`src/rtl/pca_pkg.sv`:
```
package pca_pkg;
   localparam int DIG_W       = 4;
   localparam int OP_W        = 4;
   localparam int PULSE_SLOTS = 9;    // phases 0..8 carry digit pulses
   localparam int UNIT_SLOT   = 9;    // complement unit pulse
   localparam int CARRY_SLOT  = 10;   // deferred carry resolution

   localparam logic [OP_W-1:0] OP_NOP     = 4'd8;
   localparam logic [OP_W-1:0] OP_SEND_A  = 4'd9;
   localparam logic [OP_W-1:0] OP_SEND_AS = 4'd10;
   localparam logic [OP_W-1:0] OP_SEND_S  = 4'd11;

   function automatic logic op_sends_direct(input logic [OP_W-1:0] op);
      return (op == OP_SEND_A) || (op == OP_SEND_AS);
   endfunction

   function automatic logic op_sends_comp(input logic [OP_W-1:0] op);
      return (op == OP_SEND_S) || (op == OP_SEND_AS);
   endfunction
endpackage

```
`src/rtl/pca_decade.sv`:
```
module pca_decade
   import pca_pkg::*;
(
   input  logic             clk,
   input  logic             rst_n,
   input  logic             clr,
   input  logic             pulse,
   input  logic             carry_en,
   input  logic             cin,
   output logic [DIG_W-1:0] digit,
   output logic             cout
);
   logic wrap_q;
   logic at_nine;

   assign at_nine = (digit == 4'd9);

   always_ff @(posedge clk or negedge rst_n) begin
      if (!rst_n) begin
         digit  <= '0;
         wrap_q <= 1'b0;
      end else if (clr) begin
         digit  <= '0;
         wrap_q <= 1'b0;
      end else if (carry_en) begin
         if (cin) digit <= at_nine ? 4'd0 : digit + 4'd1;
         wrap_q <= 1'b0;
      end else if (pulse) begin
         digit <= at_nine ? 4'd0 : digit + 4'd1;
         if (at_nine) wrap_q <= 1'b1;
      end
   end

   assign cout = carry_en && (wrap_q || (at_nine && cin));

   assert_digit_range_R2: assert property (@(posedge clk) disable iff (!rst_n)
      digit <= 4'd9);

   assert_carry_consumed_R3: assert property (@(posedge clk) disable iff (!rst_n)
      carry_en |=> !wrap_q);
endmodule

```
`src/rtl/pca_seq.sv`:
```
module pca_seq
   import pca_pkg::*;
#(
   parameter int NPROG    = 12,
   parameter int NIN      = 5,
   parameter int REP_W    = 4,
   parameter int REP_FROM = 4,
   parameter int SLOTS    = 20,
   localparam int PH_W    = $clog2(SLOTS),
   localparam int SLOT_W  = $clog2(NPROG)
)(
   input  logic                   clk,
   input  logic                   rst_n,
   input  logic [NPROG-1:0]       go,
   input  logic [NPROG*OP_W-1:0]  cfg_op,
   input  logic [NPROG-1:0]       cfg_clr,
   input  logic [NPROG*REP_W-1:0] cfg_rep,
   output logic                   busy,
   output logic [PH_W-1:0]        phase,
   output logic [OP_W-1:0]        cur_op,
   output logic                   rx_win,
   output logic                   carry_en,
   output logic                   clr_now,
   output logic [NPROG-1:0]       done
);
   localparam logic [OP_W-1:0] NIN_C   = OP_W'(NIN);
   localparam logic [PH_W-1:0] LAST_PH = PH_W'(SLOTS - 1);

   logic [REP_W-1:0]  eff_rep [NPROG];
   logic [REP_W-1:0]  rep_left;
   logic [SLOT_W-1:0] slot_q, pick_idx;
   logic              pick_ok, pick_clr, pick_recv, clr_q, cur_recv;
   logic [OP_W-1:0]   pick_op;
   logic              last_ph, last_rep;

   // Repeat support exists only on the upper slots
   for (genvar g = 0; g < NPROG; g++) begin : g_rep
      if (g >= REP_FROM) begin : g_counted
         logic [REP_W-1:0] fld;
         assign fld        = cfg_rep[g*REP_W +: REP_W];
         assign eff_rep[g] = (fld == '0) ? REP_W'(1) : fld;
      end else begin : g_single
         assign eff_rep[g] = REP_W'(1);
      end
   end

   always_comb begin
      pick_ok  = 1'b0;
      pick_idx = '0;
      for (int i = NPROG - 1; i >= 0; i--) begin
         if (go[i]) begin
            pick_ok  = 1'b1;
            pick_idx = SLOT_W'(i);
         end
      end
   end

   assign pick_op   = cfg_op[pick_idx*OP_W +: OP_W];
   assign pick_clr  = cfg_clr[pick_idx];
   assign pick_recv = pick_op < NIN_C;
   assign last_ph   = (phase == LAST_PH);
   assign last_rep  = (rep_left == REP_W'(1));
   assign cur_recv  = busy && (cur_op < NIN_C);

   always_ff @(posedge clk or negedge rst_n) begin
      if (!rst_n) begin
         busy     <= 1'b0;
         phase    <= '0;
         rep_left <= '0;
         slot_q   <= '0;
         cur_op   <= OP_NOP;
         clr_q    <= 1'b0;
         done     <= '0;
      end else begin
         done <= '0;
         if (!busy) begin
            if (pick_ok) begin
               busy     <= 1'b1;
               phase    <= '0;
               slot_q   <= pick_idx;
               cur_op   <= pick_op;
               clr_q    <= pick_clr;
               rep_left <= eff_rep[pick_idx];
            end
         end else if (last_ph) begin
            phase <= '0;
            if (last_rep) begin
               busy         <= 1'b0;
               done[slot_q] <= 1'b1;
            end else begin
               rep_left <= rep_left - REP_W'(1);
            end
         end else begin
            phase <= phase + PH_W'(1);
         end
      end
   end

   assign rx_win   = cur_recv && (phase <= PH_W'(UNIT_SLOT));
   assign carry_en = cur_recv && (phase == PH_W'(CARRY_SLOT));
   assign clr_now  = (!busy && pick_ok && pick_clr && pick_recv) ||
                     (busy && last_ph && last_rep && clr_q && !cur_recv);

   assert_done_onehot_R11: assert property (@(posedge clk) disable iff (!rst_n)
      $onehot0(done));

   assert_done_after_run_R11: assert property (@(posedge clk) disable iff (!rst_n)
      (|done) |-> (!busy && $past(busy)));

   assert_slot_held_R12: assert property (@(posedge clk) disable iff (!rst_n)
      (busy && $past(busy)) |-> ($stable(slot_q) && $stable(cur_op)));
endmodule

```
`src/rtl/pca_tx.sv`:
```
module pca_tx
   import pca_pkg::*;
#(
   parameter int NDIG = 10,
   parameter int PH_W = 5
)(
   input  logic                  clk,
   input  logic                  rst_n,
   input  logic                  busy,
   input  logic [PH_W-1:0]       phase,
   input  logic [OP_W-1:0]       op,
   input  logic [NDIG*DIG_W-1:0] digits,
   input  logic                  minus,
   output logic [NDIG:0]         tx_direct,
   output logic [NDIG:0]         tx_comp
);
   logic dir_on, comp_on, in_train;

   assign dir_on   = busy && op_sends_direct(op);
   assign comp_on  = busy && op_sends_comp(op);
   assign in_train = phase < PH_W'(PULSE_SLOTS);

   for (genvar i = 0; i < NDIG; i++) begin : g_line
      logic [DIG_W-1:0] d, nd;
      assign d  = digits[i*DIG_W +: DIG_W];
      assign nd = 4'd9 - d;
      assign tx_direct[i] = dir_on && in_train && (phase < PH_W'(d));
      if (i == 0) begin : g_unit
         assign tx_comp[i] = comp_on && ((in_train && (phase < PH_W'(nd))) ||
                                         (phase == PH_W'(UNIT_SLOT)));
      end else begin : g_plain
         assign tx_comp[i] = comp_on && in_train && (phase < PH_W'(nd));
      end
   end

   assign tx_direct[NDIG] = dir_on  && (phase == '0) && minus;
   assign tx_comp[NDIG]   = comp_on && (phase == '0) && !minus;

   assert_tx_quiet_late_R5: assert property (@(posedge clk) disable iff (!rst_n)
      (phase > PH_W'(UNIT_SLOT)) |-> (tx_direct == '0 && tx_comp == '0));

   assert_tx_idle_R6: assert property (@(posedge clk) disable iff (!rst_n)
      !busy |-> (tx_direct == '0 && tx_comp == '0));
endmodule

```
`src/rtl/pulse_accumulator.sv`:
```
module pulse_accumulator
   import pca_pkg::*;
#(
   parameter int NDIG     = 10,
   parameter int NIN      = 5,
   parameter int NPROG    = 12,
   parameter int REP_W    = 4,
   parameter int REP_FROM = 4,
   parameter int SLOTS    = 20
)(
   input  logic                     clk,
   input  logic                     rst_n,
   input  logic [NPROG-1:0]         prog_go,
   input  logic [NPROG*4-1:0]       prog_op,
   input  logic [NPROG-1:0]         prog_clr,
   input  logic [NPROG*REP_W-1:0]   prog_rep,
   input  logic [NIN*(NDIG+1)-1:0]  rx_pulse,
   output logic [NDIG:0]            tx_direct,
   output logic [NDIG:0]            tx_comp,
   output logic [NPROG-1:0]         prog_done,
   output logic [NDIG*4-1:0]        acc_digits,
   output logic                     acc_minus
);
   localparam int LINES = NDIG + 1;
   localparam int PH_W  = $clog2(SLOTS);

   initial begin
      assert (NIN >= 1 && NIN <= 8) else $error("NIN must be 1..8");
      assert (SLOTS > CARRY_SLOT) else $error("SLOTS too small for carry slot");
      assert (NPROG >= 2 && REP_FROM <= NPROG) else $error("bad slot parameters");
      assert (REP_W >= 1) else $error("REP_W must be positive");
   end

   logic              busy, rx_win, carry_en, clr_now, minus_q;
   logic [PH_W-1:0]   phase;
   logic [OP_W-1:0]   cur_op;
   logic [LINES-1:0]  grp [NIN];
   logic [LINES-1:0]  sel;
   logic [NDIG:0]     chain;

   pca_seq #(
      .NPROG(NPROG), .NIN(NIN), .REP_W(REP_W), .REP_FROM(REP_FROM), .SLOTS(SLOTS)
   ) u_seq (
      .clk(clk), .rst_n(rst_n), .go(prog_go), .cfg_op(prog_op), .cfg_clr(prog_clr),
      .cfg_rep(prog_rep), .busy(busy), .phase(phase), .cur_op(cur_op),
      .rx_win(rx_win), .carry_en(carry_en), .clr_now(clr_now), .done(prog_done)
   );

   for (genvar k = 0; k < NIN; k++) begin : g_grp
      assign grp[k] = rx_pulse[k*LINES +: LINES];
   end

   always_comb begin
      sel = '0;
      for (int k = 0; k < NIN; k++) begin
         if (cur_op == OP_W'(k)) sel = grp[k];
      end
   end

   assign chain[0] = 1'b0;

   for (genvar i = 0; i < NDIG; i++) begin : g_dec
      pca_decade u_dec (
         .clk(clk), .rst_n(rst_n), .clr(clr_now),
         .pulse(rx_win && sel[i]), .carry_en(carry_en),
         .cin(chain[i]), .digit(acc_digits[i*DIG_W +: DIG_W]), .cout(chain[i+1])
      );
   end

   always_ff @(posedge clk or negedge rst_n) begin
      if (!rst_n)                               minus_q <= 1'b0;
      else if (clr_now)                         minus_q <= 1'b0;
      else if ((rx_win && sel[NDIG]) ^ chain[NDIG]) minus_q <= !minus_q;
   end

   assign acc_minus = minus_q;

   pca_tx #(.NDIG(NDIG), .PH_W(PH_W)) u_tx (
      .clk(clk), .rst_n(rst_n), .busy(busy), .phase(phase), .op(cur_op),
      .digits(acc_digits), .minus(minus_q), .tx_direct(tx_direct), .tx_comp(tx_comp)
   );

   assert_rx_ignored_R13: assert property (@(posedge clk) disable iff (!rst_n)
      (!rx_win && !carry_en && !clr_now) |=> ($stable(acc_digits) && $stable(acc_minus)));

   assert_clear_zero_R9: assert property (@(posedge clk) disable iff (!rst_n)
      clr_now |=> (acc_digits == '0 && !acc_minus));
endmodule

```
`config.mk`:
```
export PLATFORM = sky130hd
export DESIGN_NAME = pulse_accumulator
export DESIGN_NICKNAME = d
export VERILOG_FILES = /design/src/rtl/pca_pkg.sv /design/src/rtl/pca_decade.sv /design/src/rtl/pca_seq.sv /design/src/rtl/pca_tx.sv /design/src/rtl/pulse_accumulator.sv
export SDC_FILE = /design/constraint.sdc
export NUM_CORES = 1
export LEC_CHECK = 0
export ABC_AREA = 1
export BUFFER_PORTS_ARGS = -buffer_cell sky130_fd_sc_hd__buf_2
export CORE_ASPECT_RATIO = 1.4
export CORE_MARGIN = 1.5
export CORE_UTILIZATION = 54
export CTS_BUF_LIST = sky130_fd_sc_hd__clkbuf_8
export DETAILED_ROUTE_END_ITERATION = 16
export PLACE_DENSITY_LB_ADDON = 0.2
export SLEW_MARGIN = 20
export SYNTH_ARGS = -nofsm -noshare
export SYNTH_HDL_FRONTEND = slang
export SYNTH_SLANG_ARGS = --single-unit
export TNS_END_PERCENT = 20
```
`constraint.sdc`:
```
create_clock -name clk -period 3.6 [get_ports clk]
set_clock_uncertainty 0.15 [all_clocks]
set_input_delay 0.36 -clock clk [delete_from_list [all_inputs] [get_ports clk]]
set_output_delay 0.36 -clock clk [all_outputs]
set_load 0.02 [all_outputs]
```
==> results.sh, run 1 <==
export IMPL_clkTransAtPathRegs_ns=0.10
export IMPL_fp_coreArea_um2=14040
export IMPL_max_slew_margin_rel_pct=48.30
export IMPL_drt_first_pass_iters=5
export IMPL_synth_seq_area_share_pct=26.25
export IMPL_synth_net_count=1423
export IMPL_syn_area_um2=7823
export IMPL_pwr_density_cell_nw_per_um2=322.3
export IMPL_timing_final_max_slew_violations=0
export IMPL_setup_repair_after_global_routing_missed_its_margin="false"
export IMPL_clk_latency_ns=0.38
export IMPL_wl_per_cell_um=14.57
export IMPL_floorplan_rows=51
export IMPL_grt_pass1_vias=7886
export IMPL_cts_resized=0
export IMPL_p_seq_share_pct=35.1
export IMPL_ys_types=45
export IMPL_grt_met1_usage_pct=32.82
export IMPL_tritoncts_num_buffers=9
export IMPL_met3_global_route_usage_pct=6.807
export IMPL_clock_tree_htree_level_count=3
export IMPL_crit_path_max_fanout=12
export IMPL_final_layout_size_suffix_gt1_share_pct=23.08
export IMPL_yosys_cell_count_top_type="nand2_1"
export IMPL_fmaxAchievable_mhz=316.4
export IMPL_layout_area_seq_um2=2053
export IMPL_path_class="reg2out"
export IMPL_syn2layout_area_growth_pct=20.71
export IMPL_cellLeakagePower_uw=0.005311
export IMPL_io_pins=252
export IMPL_die_width_um=104.7
export IMPL_setup_viol=0
export IMPL_power_uw=3043
export IMPL_async_flop_share_pct=100.0
export IMPL_path_delay_family="simple AND/OR/NAND/NOR gates"
export IMPL_initial_utilization_pct=55.72
export IMPL_peakVddDrop_v=0.0002215
export IMPL_die_h_um=145.4
export IMPL_netlist_top_cells_area="dfrtp_1 (26%), ha_1 (14%), nand2_1 (14%), inv_1 (8.8%), nand3_1 (7.7%)"
export IMPL_maximum_count_of_clock_buffers_along_a_single_path=2
export IMPL_synth_edf_count=0
export IMPL_postCtsSetupRepairBufs=0
export IMPL_finish_net_count=1662
export IMPL_crit_slowest_cell="dfrtp_1"
export IMPL_drv_cap=0
export IMPL_ant_nets=0
export IMPL_viasPerCell=5.315
export IMPL_p_sw_share_pct=40.31
export IMPL_power_report_internal_total_uw=1816
export IMPL_post_route_period_util_pct=87.78
export IMPL_dominantRegCellSynth="dfrtp_1"
export IMPL_grt_max_degree=83
export IMPL_groute_usage_overall_pct=30.02
export IMPL_area_of_the_multi_input_gates_um2=4881
export IMPL_outcome="completed"
export IMPL_grt_pass1_wl_mm=36.87
export IMPL_timing_hold_worst_class="in2reg"
export IMPL_worst_pin_slew_ns=0.7674
export IMPL_tritoncts="built"
export IMPL_synth_common_cells="nand2_1 (285), inv_1 (183), nand3_1 (121), ha_1 (86), nor2_1 (85)"
export IMPL_power_clock_fraction_pct=24.0
export IMPL_combinationalPowerShare_pct=40.9
export IMPL_detailed_place_hpwl_mm=18.48
export IMPL_report_final_hold_viol_count=0
export IMPL_yosysWarningCount=0
export IMPL_cts_root_buffer_cell="clkbuf_8"
export IMPL_routed_wirelength_mm=23.22
export IMPL_clkSinkCount=82
export IMPL_startpoint_type="flip-flop"
export IMPL_worst_setup_path_end_kind="primary output"
export IMPL_critical_path_arrival_ns=2.65
export IMPL_routed_via_count=8467
export IMPL_worstPathBufferInverterCount=2
export IMPL_fillers=1305
export IMPL_globalRoute_busiestLayer="met2"
export IMPL_p_switching_uw=1227
export IMPL_post_synth_top_area_fraction_pct=25.91
export IMPL_largest_incremental_delay_on_the_critical_path_ns=0.51
export IMPL_setup_total_negative_slack_ns=0
export IMPL_grtUsageMet2_pct=54.80
export IMPL_port_buffers=235
export IMPL_grt_overflow_total=0
export IMPL_final_period_minus_worst_setup_slack_ns=3.160
export IMPL_timing_critical_path_required_ns=3.09
export IMPL_remaining_drc_errors=0
export IMPL_timing_critical_path_cells="inv_1 -> nor3_1 -> nand2_1 -> a211oi_1 -> buf_2"
export IMPL_post_synth_cell_area_avg_um2=6.744
export IMPL_synth_seq_cells=82
export IMPL_antenna_found_initial=4
export IMPL_post_synth_top_area_cell="dfrtp_1"
export IMPL_postSynthCellCount=1160
export IMPL_floorplan_die_area_um2=15230
export IMPL_instances_no_fill=1593
export IMPL_dp_cells=1572
export IMPL_global_placer_s_final_weighted_congestion=0.9275
export IMPL_drt_initial_drc_count=507
## cell families after synthesis
kind of cell	count (synthesis)	synth area share, %
buffers and inverters	217	11.36
DFF	82	26.25
and+or+nand+nor	579	32.79
adders and majority gates	86	13.76
xor gates and xnor gates	22	2.463
AOI/OAI and AO/OA	174	13.39
## final cells by class
type                            count  share of cell area, %
Antenna cell                        4                 0.1060
Sequential cell                    82                  21.74
Clock inverter                      7                 0.8878
Clock buffer                        9                  1.312
Tap cell                          185                  2.451
Timing Repair Buffer              258                  14.38
Multi-Input combinational cell    861                  51.69
Inverter                          187                  7.433
## sequential cells by signal, summed over array words and instances, names as in the netlist
signal,cells
u_seq.phase,5
acc_minus,1
u_seq.done,12
u_seq.cur_op,4
g_dec.u_dec.wrap_q,10
u_seq.clr_q,1
u_seq.slot_q,4
g_dec.u_dec.digit,40
u_seq.rep_left,4
u_seq.busy,1
## worst paths after layout
path                                                end                  start  cells past startpoint  slack, ns
min in group asynchronous                 u_seq.done[4]                  rst_n                      2       0.44
worst max-delay path                       tx_direct[3]             u_seq.busy                      5       0.44
worst min-delay path                         u_seq.busy             prog_go[2]                      5       0.27
worst max register to register  g_dec[7].u_dec.digit[3]         u_seq.phase[0]                     13       0.51
worst min register to register    g_dec[3].u_dec.wrap_q  g_dec[3].u_dec.wrap_q                      2       0.37
max in group asynchronous       g_dec[5].u_dec.digit[0]                  rst_n                      2       2.33
## cells in the final DEF, fill, tap and decap left out, types with 6 or more instances in the layout
cell type,n
nand2_1,285
o211ai_1,8
nand3b_1,8
or2_2,8
a21oi_1,51
clkbuf_8,9
o21ai_1,8
dfrtp_1,81
xor2_1,10
ha_1,86
inv_1,183
o21ai_0,54
buf_2,234
a211oi_1,20
nor2_2,26
nor2_1,85
nor3_1,19
buf_4,22
nand3_1,121
o21a_1,6
nand4_1,14
xnor2_1,12
## stage by stage
stage / cell area [µm²] / hold slack (ns) / util [%] / setup slack, ns
2_1_floorplan: 7823 / -0.08559 / - / 1.057
3_3_place_gp: 9211 / 0.3396 / 65.62 / 0.4020
3_5_place_dp: 9211 / 0.3472 / 65.62 / 0.3738
4_1_cts: 9419 / 0.06316 / 67.09 / 0.4497
5_1_grt: 9435 / 0.3115 / 67.21 / 0.1879
6_report: 9443 / 0.2741 / 67.26 / 0.4398
## metal layers
| metal | up-vias | share of wire, % |
|---|---|---|
| met4 | 4 | 3.7 |
| met2 | 315 | 51 |
| li1 | 4262 | - |
| met3 | 62 | 7.7 |
| met5 | - | 0.099 |
| met1 | 3824 | 37 |
## worst reg2reg max path, stage by stage (launching register included)
cell and delay, ns:
dfrtp_1 0.60, inv_1 0.11, nand3_1 0.10, a21oi_1 0.07, inv_1 0.09, nand2_1 0.08, nand2_1 0.22, clkinv_1 0.31
o21ai_0 0.17, nor2_1 0.08, o21ai_0 0.62, nor2_1 0.20, nand4_1 0.12, a21oi_1 0.07
## power by group through the flow
stage	sequential (µW)	combinational, µW	clock [µW]
2_1_floorplan	1150	761	0
3_3_place_gp	1080	1190	0
3_5_place_dp	1090	1240	0
4_1_cts	1070	1250	732
5_1_grt	1080	1460	774
6_report	1070	1240	730
## what timing repair did
item	in CTS	in global routing
hold buffers	0	1
setup endpoints to repair	0	0
endpoints found under the hold margin	0	81
Note: power is estimated with default switching activity, not from simulation.
==> inputs of run 2 (changes only) <==
- CORE_UTILIZATION: 54 -> 46
==> run 2 against run 1 <==
Power decreased by 1.4%. First-iteration DRC count decreased by 35%. Global-route usage decreased by 3.5 points. Sequential cell count unchanged. Critical path depth increased by 2. Cell count increased by 0.94%. Via count decreased by 1.3%. Register-to-register slack improved by 0.06 ns. Wire length increased by 0.79%. Sequential share of layout area decreased by 0.060 points. Design area increased by 0.28%. Die area increased by 17%. Largest cell class unchanged. Highest routed layer is now met4.
==> results.sh, run 2 (synthesis gave the netlist of run 1 again) <==
export IMPL_outcome="completed"
export IMPL_critical_path_top_cell_by_count="inv_1"
export IMPL_post_route_period_util_pct=89.11
export IMPL_path_delay_family="buffers and inverters"
export IMPL_global_placer_s_final_weighted_congestion=0.8597
export IMPL_clkTransAtPathRegs_ns=0.10
export IMPL_top_layer_used_by_detailed_routing="met4"
export IMPL_antenna_found_initial=0
export IMPL_pwr_density_cell_nw_per_um2=316.8
export IMPL_largest_incremental_delay_on_the_critical_path_ns=0.52
export IMPL_critical_path_arrival_ns=2.70
export IMPL_worst_pin_slew_ns=0.7436
export IMPL_postCtsSetupRepairBufs=0
export IMPL_p_switching_uw=1245
export IMPL_timing_final_max_slew_violations=0
export IMPL_combinationalPowerShare_pct=40.9
export IMPL_fmaxAchievable_mhz=311.7
export IMPL_clkSinkCount=82
export IMPL_initial_utilization_pct=46.91
export IMPL_drt_first_pass_iters=5
export IMPL_cp_startpoint="u_seq.busy"
export IMPL_crit_slowest_cell="dfrtp_1"
export IMPL_detailed_place_hpwl_mm=18.75
export IMPL_final_layout_size_suffix_gt1_share_pct=23.13
export IMPL_mostFrequentLayoutCells="nand2_1 (285), buf_2 (234), inv_1 (183)"
export IMPL_worstRegToRegCells=10
export IMPL_regMostFlops="g_dec.u_dec.digit"
export IMPL_met1Wirelength_mm=9.132
export IMPL_remaining_drc_errors=0
export IMPL_fp_coreArea_um2=16680
export IMPL_maximum_count_of_clock_buffers_along_a_single_path=2
export IMPL_floorplan_rows=56
export IMPL_holdPathStages=5
export IMPL_syn2layout_area_growth_pct=21.05
export IMPL_viasPerCell=5.198
export IMPL_postPlaceCellArea_um2=9254
export IMPL_setup_total_negative_slack_ns=0
export IMPL_timing_critical_path_cells="inv_1 -> nor3_1 -> inv_1 -> nor2_1 -> clkinv_1 -> a211oi_1 -> buf_2"
export IMPL_drv_cap=0
export IMPL_dr_wl_met2_mm=12.08
export IMPL_drt_initial_drc_count=332
export IMPL_crit_path_max_fanout=12
export IMPL_power_clock_fraction_pct=23.2
export IMPL_final_period_minus_worst_setup_slack_ns=3.208
export IMPL_max_slew_margin_rel_pct=50.31
export IMPL_peakVddDrop_v=0.0002011
export IMPL_ant_nets=0
export IMPL_grt_max_degree=43
export IMPL_cts_root_buffer_cell="clkbuf_8"
export IMPL_setup_repair_after_global_routing_missed_its_margin="false"
export IMPL_met3RoutedLength_mm=1.510
export IMPL_clk_latency_ns=0.38
export IMPL_timing_hold_worst_start="prog_go[2]"
export IMPL_finish_net_count=1663
export IMPL_groute_usage_overall_pct=26.54
export IMPL_grt_pass1_vias=7804
export IMPL_startpoint_type="flip-flop"
export IMPL_worstSetupPathDepth=7
export IMPL_largest_registers_ranked_by_flip_flop_count="g_dec.u_dec.digit x40, u_seq.done x12, g_dec.u_dec.wrap_q x10"
export IMPL_report_final_hold_viol_count=0
export IMPL_die_width_um=113.2
export IMPL_largest_register_ffs=40
export IMPL_timing_critical_path_required_ns=3.09
export IMPL_antennaDiodeCount=0
export IMPL_postLayoutCellArea_um2=9469
export IMPL_worstPathBufferInverterCount=4
export IMPL_tritoncts_num_buffers=9
export IMPL_cellLeakagePower_uw=0.005318
export IMPL_path_class="reg2out"
export IMPL_p_seq_share_pct=35.9
export IMPL_grt_pass1_wl_mm=37.36
export IMPL_wl_per_cell_um=14.55
export IMPL_p_sw_share_pct=41.51
export IMPL_worstReg2RegStart="u_seq.busy"
export IMPL_power_report_internal_total_uw=1754
export IMPL_grt_overflow_total=0
export IMPL_routed_wirelength_mm=23.40
export IMPL_setup_viol=0
export IMPL_io_pins=252
export IMPL_clock_tree_htree_level_count=3
export IMPL_most_frequent_standard_cell_in_the_layout_excluding_fill_and_tap_cells="nand2_1"
export IMPL_worst_setup_path_end_kind="primary output"
export IMPL_tritoncts="built"
export IMPL_floorplan_die_area_um2=17810
export IMPL_die_h_um=157.3
export IMPL_routed_via_count=8359
export IMPL_timing_hold_worst_class="in2reg"
export IMPL_port_buffers=235
run 2: layer usage:
layer  track usage [%]  vias to the layer above
met3             5.006                       42
met2             49.99                      288
met5                 0                        -
met4             9.702                        0
met1             29.46                     3767
li1                  -                     4262
run 2: tightest hold or removal path, stage by stage:
cell,delay (ns)
buf_2,0.09
nor3_1,0.06
nand2_1,0.10
nor2_1,0.07
nor2_1,0.08
run 2: stage by stage:
step,instances,setup WS [ns],hold WS (ns),util (%),power (µW)
floorplan,1160,1.057,-0.08559,-,1906
global placement,1591,0.4445,0.2388,55.49,2286
detailed placement,1591,0.3940,0.2412,55.49,2326
CTS,1608,0.3667,0.2514,56.78,3029
global route,1608,0.1890,0.3098,56.78,3274
finish,1608,0.3922,0.2765,56.78,3000
run 2: timing repair:
item	in CTS	in global routing
hold buffers	1	0
gates resized for setup	0	0
endpoints found under the hold margin	39	0
run 2: path summary, 6_finish.rpt:
check / endpoint / slack, ns
worst min-delay path: u_seq.busy / 0.28
min in group asynchronous: u_seq.done[8] / 0.35
worst min register to register: g_dec[5].u_dec.wrap_q / 0.36
max in group asynchronous: g_dec[1].u_dec.wrap_q / 2.17
worst max-delay path: tx_comp[7] / 0.39
worst max register to register: g_dec[0].u_dec.digit[3] / 0.57
run 2: power groups by stage:
stage / Sequential [µW] / Combinational (µW) / Clock, µW
2_1_floorplan: 1150 / 761 / 0
5_1_grt: 1090 / 1430 / 749
4_1_cts: 1080 / 1240 / 717
6_report: 1080 / 1230 / 697
3_3_place_gp: 1090 / 1190 / 0
3_5_place_dp: 1100 / 1230 / 0
run 2: layout make-up:
cell class / instances / area [µm²]
multi-input combinational: 861 / 4881
inverter: 187 / 701.9
clock buffer: 9 / 123.9
clock inverter: 7 / 81.33
fill: 1697 / 7207
timing repair buffer: 259 / 1374
sequential: 82 / 2053
tap: 203 / 254.0
